**src/rtl/pfm_pkg.sv**
```systemverilog
package pfm_pkg;
  localparam int NCH     = 4;
  localparam int CH_RDY  = 0;
  localparam int CH_WARN = 1;
  localparam int CH_LOCK = 2;
  localparam int CH_BAK  = 3;
  localparam int PF_BIT  = 5;
  localparam int IEN_BIT = 0;
  // reset level of each filtered channel: pessimistic (unpowered)
  localparam logic [NCH-1:0] CH_RST = 4'b1110;
endpackage

```
**src/rtl/pfm_filt.sv**
```systemverilog
module pfm_filt #(
  parameter int FILT_LEN = 4,
  parameter bit RST_VAL  = 1'b0
) (
  input  logic clk,
  input  logic rst,
  input  logic raw_i,
  output logic filt_o
);
  localparam int CW = $clog2(FILT_LEN + 1);

  logic          s1, s2;
  logic [CW-1:0] cnt;

  always_ff @(posedge clk) begin
    if (rst) begin
      s1     <= RST_VAL;
      s2     <= RST_VAL;
      filt_o <= RST_VAL;
      cnt    <= '0;
    end else begin
      s1 <= raw_i;
      s2 <= s1;
      if (s2 != filt_o) begin
        if (cnt == CW'(FILT_LEN - 1)) begin
          filt_o <= s2;
          cnt    <= '0;
        end else begin
          cnt <= cnt + 1'b1;
        end
      end else begin
        cnt <= '0;
      end
    end
  end
endmodule

```
**src/rtl/pfm_lock.sv**
```systemverilog
module pfm_lock (
  input  logic clk,
  input  logic rst,
  input  logic lock_cond_i,
  input  logic ce_n_i,
  output logic locked_o
);
  logic armed;

  always_ff @(posedge clk) begin
    if (rst) begin
      locked_o <= 1'b1;
      armed    <= 1'b0;
    end else begin
      // entering lockout forgets any earlier deselect
      if (!locked_o && lock_cond_i) armed <= 1'b0;
      else if (ce_n_i)              armed <= 1'b1;

      if (lock_cond_i)                   locked_o <= 1'b1;
      else if (locked_o && (armed || ce_n_i)) locked_o <= 1'b0;
    end
  end
endmodule

```
**src/rtl/pfm_regs.sv**
```systemverilog
module pfm_regs #(
  parameter int              ADDR_W    = 16,
  parameter int              DATA_W    = 8,
  parameter logic [ADDR_W-1:0] FLAG_ADDR = 16'h7FF0
) (
  input  logic              clk,
  input  logic              rst,
  input  logic              pf_cond_i,
  input  logic              open_i,
  input  logic              rd_i,
  input  logic              wr_i,
  input  logic [ADDR_W-1:0] addr_i,
  input  logic [DATA_W-1:0] wdata_i,
  output logic [DATA_W-1:0] rdata_o,
  output logic              irq_n_o
);
  import pfm_pkg::*;

  logic              flag, ien, flag_nxt, ien_nxt;
  logic              hit, rd_ok, wr_ok;
  logic [DATA_W-1:0] image;
  logic              wdata_unused;

  assign wdata_unused = ^wdata_i;
  assign hit   = (addr_i == FLAG_ADDR);
  assign rd_ok = rd_i & open_i;
  assign wr_ok = wr_i & open_i & hit;

  always_comb begin
    flag_nxt = pf_cond_i | (flag & ~(rd_ok & hit));
    ien_nxt  = wr_ok ? wdata_i[IEN_BIT] : ien;
    image          = '0;
    image[PF_BIT]  = flag;
    image[IEN_BIT] = ien;
  end

  always_ff @(posedge clk) begin
    if (rst) begin
      flag    <= 1'b1;
      ien     <= 1'b0;
      rdata_o <= '0;
      irq_n_o <= 1'b1;
    end else begin
      flag    <= flag_nxt;
      ien     <= ien_nxt;
      irq_n_o <= ~(flag_nxt & ien_nxt);
      rdata_o <= (rd_ok && hit) ? image : '0;
    end
  end
endmodule

```
**src/rtl/pfail_monitor.sv**
```systemverilog
module pfail_monitor #(
  parameter int                ADDR_W    = 16,
  parameter int                DATA_W    = 8,
  parameter int                FILT_LEN  = 4,
  parameter logic [ADDR_W-1:0] FLAG_ADDR = 16'h7FF0
) (
  input  logic              clk,
  input  logic              rst,
  input  logic              ref_ok_i,
  input  logic              below_warn_i,
  input  logic              below_lock_i,
  input  logic              below_bak_i,
  input  logic              ce_n_i,
  input  logic              acc_req_i,
  output logic              acc_grant_o,
  input  logic              reg_rd_i,
  input  logic              reg_wr_i,
  input  logic [ADDR_W-1:0] reg_addr_i,
  input  logic [DATA_W-1:0] reg_wdata_i,
  output logic [DATA_W-1:0] reg_rdata_o,
  output logic              irq_n_o,
  output logic              pfail_o,
  output logic              bak_sel_o,
  output logic              lock_o
);
  import pfm_pkg::*;

  logic [NCH-1:0] raw_v, filt_v;
  logic           pf_cond, lock_cond, bak_cond, locked;

  assign raw_v[CH_RDY]  = ref_ok_i;
  assign raw_v[CH_WARN] = below_warn_i;
  assign raw_v[CH_LOCK] = below_lock_i;
  assign raw_v[CH_BAK]  = below_bak_i;

  for (genvar i = 0; i < NCH; i++) begin : g_ch
    pfm_filt #(.FILT_LEN(FILT_LEN), .RST_VAL(CH_RST[i])) u_filt (
      .clk(clk), .rst(rst), .raw_i(raw_v[i]), .filt_o(filt_v[i])
    );
  end

  // a dead reference means nothing is known: assume the worst
  assign lock_cond = ~filt_v[CH_RDY] | filt_v[CH_LOCK];
  assign pf_cond   = lock_cond | filt_v[CH_WARN];
  assign bak_cond  = ~filt_v[CH_RDY] | filt_v[CH_BAK];

  pfm_lock u_lock (
    .clk(clk), .rst(rst), .lock_cond_i(lock_cond), .ce_n_i(ce_n_i),
    .locked_o(locked)
  );

  pfm_regs #(.ADDR_W(ADDR_W), .DATA_W(DATA_W), .FLAG_ADDR(FLAG_ADDR)) u_regs (
    .clk(clk), .rst(rst), .pf_cond_i(pf_cond), .open_i(~ce_n_i & ~locked),
    .rd_i(reg_rd_i), .wr_i(reg_wr_i), .addr_i(reg_addr_i),
    .wdata_i(reg_wdata_i), .rdata_o(reg_rdata_o), .irq_n_o(irq_n_o)
  );

  assign lock_o = locked;

  always_ff @(posedge clk) begin
    if (rst) begin
      pfail_o     <= 1'b1;
      bak_sel_o   <= 1'b1;
      acc_grant_o <= 1'b0;
    end else begin
      pfail_o     <= pf_cond;
      bak_sel_o   <= bak_cond;
      acc_grant_o <= acc_req_i & ~ce_n_i & ~locked;
    end
  end
endmodule

```
**config.mk**
```make
export PLATFORM = sky130hd
export DESIGN_NAME = pfail_monitor
export DESIGN_NICKNAME = d
export VERILOG_FILES = /design/src/rtl/pfm_pkg.sv /design/src/rtl/pfm_filt.sv /design/src/rtl/pfm_lock.sv /design/src/rtl/pfm_regs.sv /design/src/rtl/pfail_monitor.sv
export SDC_FILE = /design/constraint.sdc
export NUM_CORES = 1
export LEC_CHECK = 0
export CORE_UTILIZATION = 39
export CTS_CLUSTER_SIZE = 10
export DETAILED_ROUTE_END_ITERATION = 8
export PLACE_DENSITY = 0.83
export SLEW_MARGIN = 20
export SYNTH_ARGS = -nofsm -noshare
export SYNTH_HDL_FRONTEND = slang
export SYNTH_SLANG_ARGS = --single-unit
```
**constraint.sdc**
```tcl
create_clock -name clk -period 1.6 [get_ports clk]
set_input_delay 0.4 -clock clk [delete_from_list [all_inputs] [get_ports clk]]
set_output_delay 0.4 -clock clk [all_outputs]
set_load 0.02 [all_outputs]
```
==> impl_metrics.tcl <==
set metrics [dict create \
    fillers 255 \
    hp-class "primary input to flip-flop" \
    layout_setup_ws_ns 0.0165 \
    min_period_ns 1.58 \
    synth_cell_type_count 29 \
    end_kind "flip-flop" \
    yosys.area_share.xor_xnor_pct 2.75 \
    status "completed" \
    critPathLaunchType "primary input" \
    synthMuxAreaShare_pct 0.785 \
    ys_top_cells_by_area "dfxtp_1 (53%), ha_1 (7.9%), nor2_1 (4.4%)" \
    first_iter_violations 13 \
    pin_count 47 \
    cts_tree "built" \
    synth_seq_area_share_pct 53.4 \
    yosys.area.top_type "dfxtp_1" \
    dr_total_vias 955 \
    finalSetupViolCount 0 \
    dpl-instance-area_um2 1670 \
    cts_root_buffer "clkbuf_4" \
    worst_ep_arrival_time_ns 1.80 \
    path_max_fanout 2 \
    worstSetupPathType "primary input to flip-flop" \
    grt_pass1_vias 950 \
    power_density_nw_per_um2 812 \
    clk_path_buf_depth 2 \
    antenna_found_initial 0 \
    die_area_um2 3500 \
    cts.sinks 34 \
    maxCapViolations 0 \
    insertedDiodeCount 0 \
    ys_seq_elements 34 \
    ir_worst_vdd_mv 0.488 \
    yosys_most_used_dff "dfxtp_1" \
    synth_most_common_cell "dfxtp_1" \
    layout-drive-gt1-share_pct 17.1 \
    hp-start "ce_n_i" \
    yosys.area_share.adder_pct 7.85 \
    place_ws_ns -0.651 \
    place_inst 203 \
    cts_hold_repair.buffers 0 \
    drc_errors 0 \
    yosysTopAreaCellShare_pct 53.4 \
    numCtsBuffers 5 \
    routed_wl_um 2340 \
    yosys_warnings 0 \
    clk-insertion-delay-late_ns 0.33 \
    required_ns 1.82 \
    start_util_pct 41.4 \
    layout_worst_path_cycle_share_pct 99.0 \
    grt_max_degree 11 \
    die_h_um 59.2 \
    grt-ovfl-total 0 \
    portBuffers 33 \
    synth-async-reset-ratio_pct 0 \
    report.final.hold_viol_count 0 \
    rr_startpoint "u_lock.locked_o$_SDFFE_PP1P_" \
    synth_commonest_cells "dfxtp_1 (34), nor2_1 (15), inv_1 (12), ha_1 (8)" \
    routedWlPerCell_um 10.9 \
    coreArea_um2 3080 \
    fin_nets 211 \
    synth-compound-area-share_pct 5.50 \
    viasPerCell 4.46 \
    synth_edf_count 0 \
    clk_pin_slew_ns 0.10 \
    fmax_mhz 632 \
    syn_inst 123 \
    ant_nets 0 \
    syn_to_final_growth_pct 41.2 \
    setup-tns-final_ns 0 \
    crit_start "reg_wr_i" \
    h-tree-depth 2 \
    skew_ns 0.0114 \
    grt_pass1_wl_um 3680 \
    drv_slew 0 \
    final_area_um2 1800 \
    synth_top_family_by_area "simple AND/OR/NAND/NOR gates" \
    synth.avg_cell_area_um2 10.4 \
    dr.pass1.iters 3 \
    fp.dieW_um 59.2 \
    instances_no_fill 214 \
    holdWs_ns 0.408 \
    leakage_nw 0.880 \
    grt.total_usage_pct 14.4 \
    rows 20 \
    hpwl_um 1700 \
    synth_simple_gate_area_share_pct 21.8 \
    syn-cell-area_um2 1270 \
    gp_congestion 0.637 \
]
==> stage by stage <==
step / total power [mW] / utilization (%)
final: 1.46 / 58.5
after global routing: 1.53 / 58.5
after CTS: 1.49 / 56.8
after detailed placement: 1.00 / 54.3
after global placement: 0.998 / 54.3
after floorplan: 0.937 / -
==> state kept, by name, summed over array words and instances (netlist names), 2 cells and up <==
register and flops:
g_ch.u_filt.filt_o 4, g_ch.u_filt.cnt 12, u_regs.rdata_o 2, g_ch.u_filt.s1 4
g_ch.u_filt.s2 4
==> what timing repair did <==
action | 4_1_cts | 5_1_grt
gates resized for setup | 11 | 18
pin swaps | 2 | 8
setup buffers | 1 | 2
setup endpoints to repair | 9 | 2
==> placed cells by master (no fill, tap or decap), drive strengths merged <==
| cell | instances |
|---|---|
| clkdlybuf4s50 | 9 |
| nor2 | 16 |
| nor4b | 1 |
| or3b | 1 |
| buf | 9 |
| or2 | 6 |
| or3 | 5 |
| dfxtp | 34 |
| nand4 | 1 |
| nor3 | 1 |
| clkbuf | 8 |
| a211o | 4 |
| a221o | 1 |
| a211oi | 1 |
| and4b | 3 |
| nand2 | 1 |
| and2 | 2 |
| dlygate4sd2 | 7 |
| nand2b | 2 |
| a21oi | 1 |
| dlymetal6s2s | 16 |
| mux2i | 1 |
| ha | 8 |
| nor2b | 5 |
| conb | 6 |
| o31ai | 1 |
| inv | 12 |
| xnor2 | 4 |
| nor4bb | 1 |
| o21ai | 1 |
| or4 | 1 |
| clkinv | 1 |
==> layout make-up <==
| type | count | area [um^2] | area share (%) |
|---|---|---|---|
| clock buffer | 7 | 55.1 | 3.06 |
| timing repair buffer | 42 | 424 | 23.6 |
| inverter | 12 | 45.0 | 2.50 |
| sequential | 34 | 681 | 37.8 |
| clock inverter | 1 | 5.00 | 0.278 |
| tap | 44 | 55.1 | 3.06 |
| multi-input combinational | 74 | 536 | 29.7 |
==> power by group <==
group	switching, mW	leakage [nW]	total, mW	internal (mW)
Sequential	0.00597	0.277	0.866	0.860
Clock	0.265	0.0353	0.478	0.213
Combinational	0.0440	0.568	0.118	0.0741
==> critical path, cell delays in order <==
cell and delay (ns):
clkdlybuf4s50_1 0.45, inv_1 0.06, or4_4 0.54, a221o_1 0.36
==> metal layers <==
| metal | GRT usage (%) | vias to the layer above | part of all wire [%] |
|---|---|---|---|
| li1 | - | 483 | - |
| met3 | 5.68 | 4 | 6.3 |
| met4 | 5.10 | 0 | 1.3 |
| met1 | 14.1 | 433 | 39 |
| met2 | 27.1 | 35 | 53 |
| met5 | 0 | - | 0 |
==> kinds of logic (layout without fill, tap and decap cells) <==
| family | after synthesis | after routing |
|---|---|---|
| flops | 34 | 34 |
| compound gates | 9 | 9 |
| fa+ha+maj | 8 | 8 |
| xor+xnor | 4 | 4 |
| mux | 1 | 1 |
| buf+inv | 20 | 62 |
| other cells | 1 | 6 |
| simple gates | 46 | 46 |
==> path summary, 6_finish.rpt <==
| path | endpoint | slack (ns) | cells after the start |
|---|---|---|---|
| min reg2reg | g_ch[2].u_filt.s2$_SDFF_PP1_ | 0.42 | 1 |
| max | u_regs.irq_n_o$_SDFF_PP1_ | 0.02 | 4 |
| min | acc_grant_o$_SDFF_PP0_ | 0.41 | 3 |
| max reg2reg | u_regs.irq_n_o$_SDFF_PP1_ | 0.10 | 4 |
Note: power is estimated with default switching activity, not from simulation.
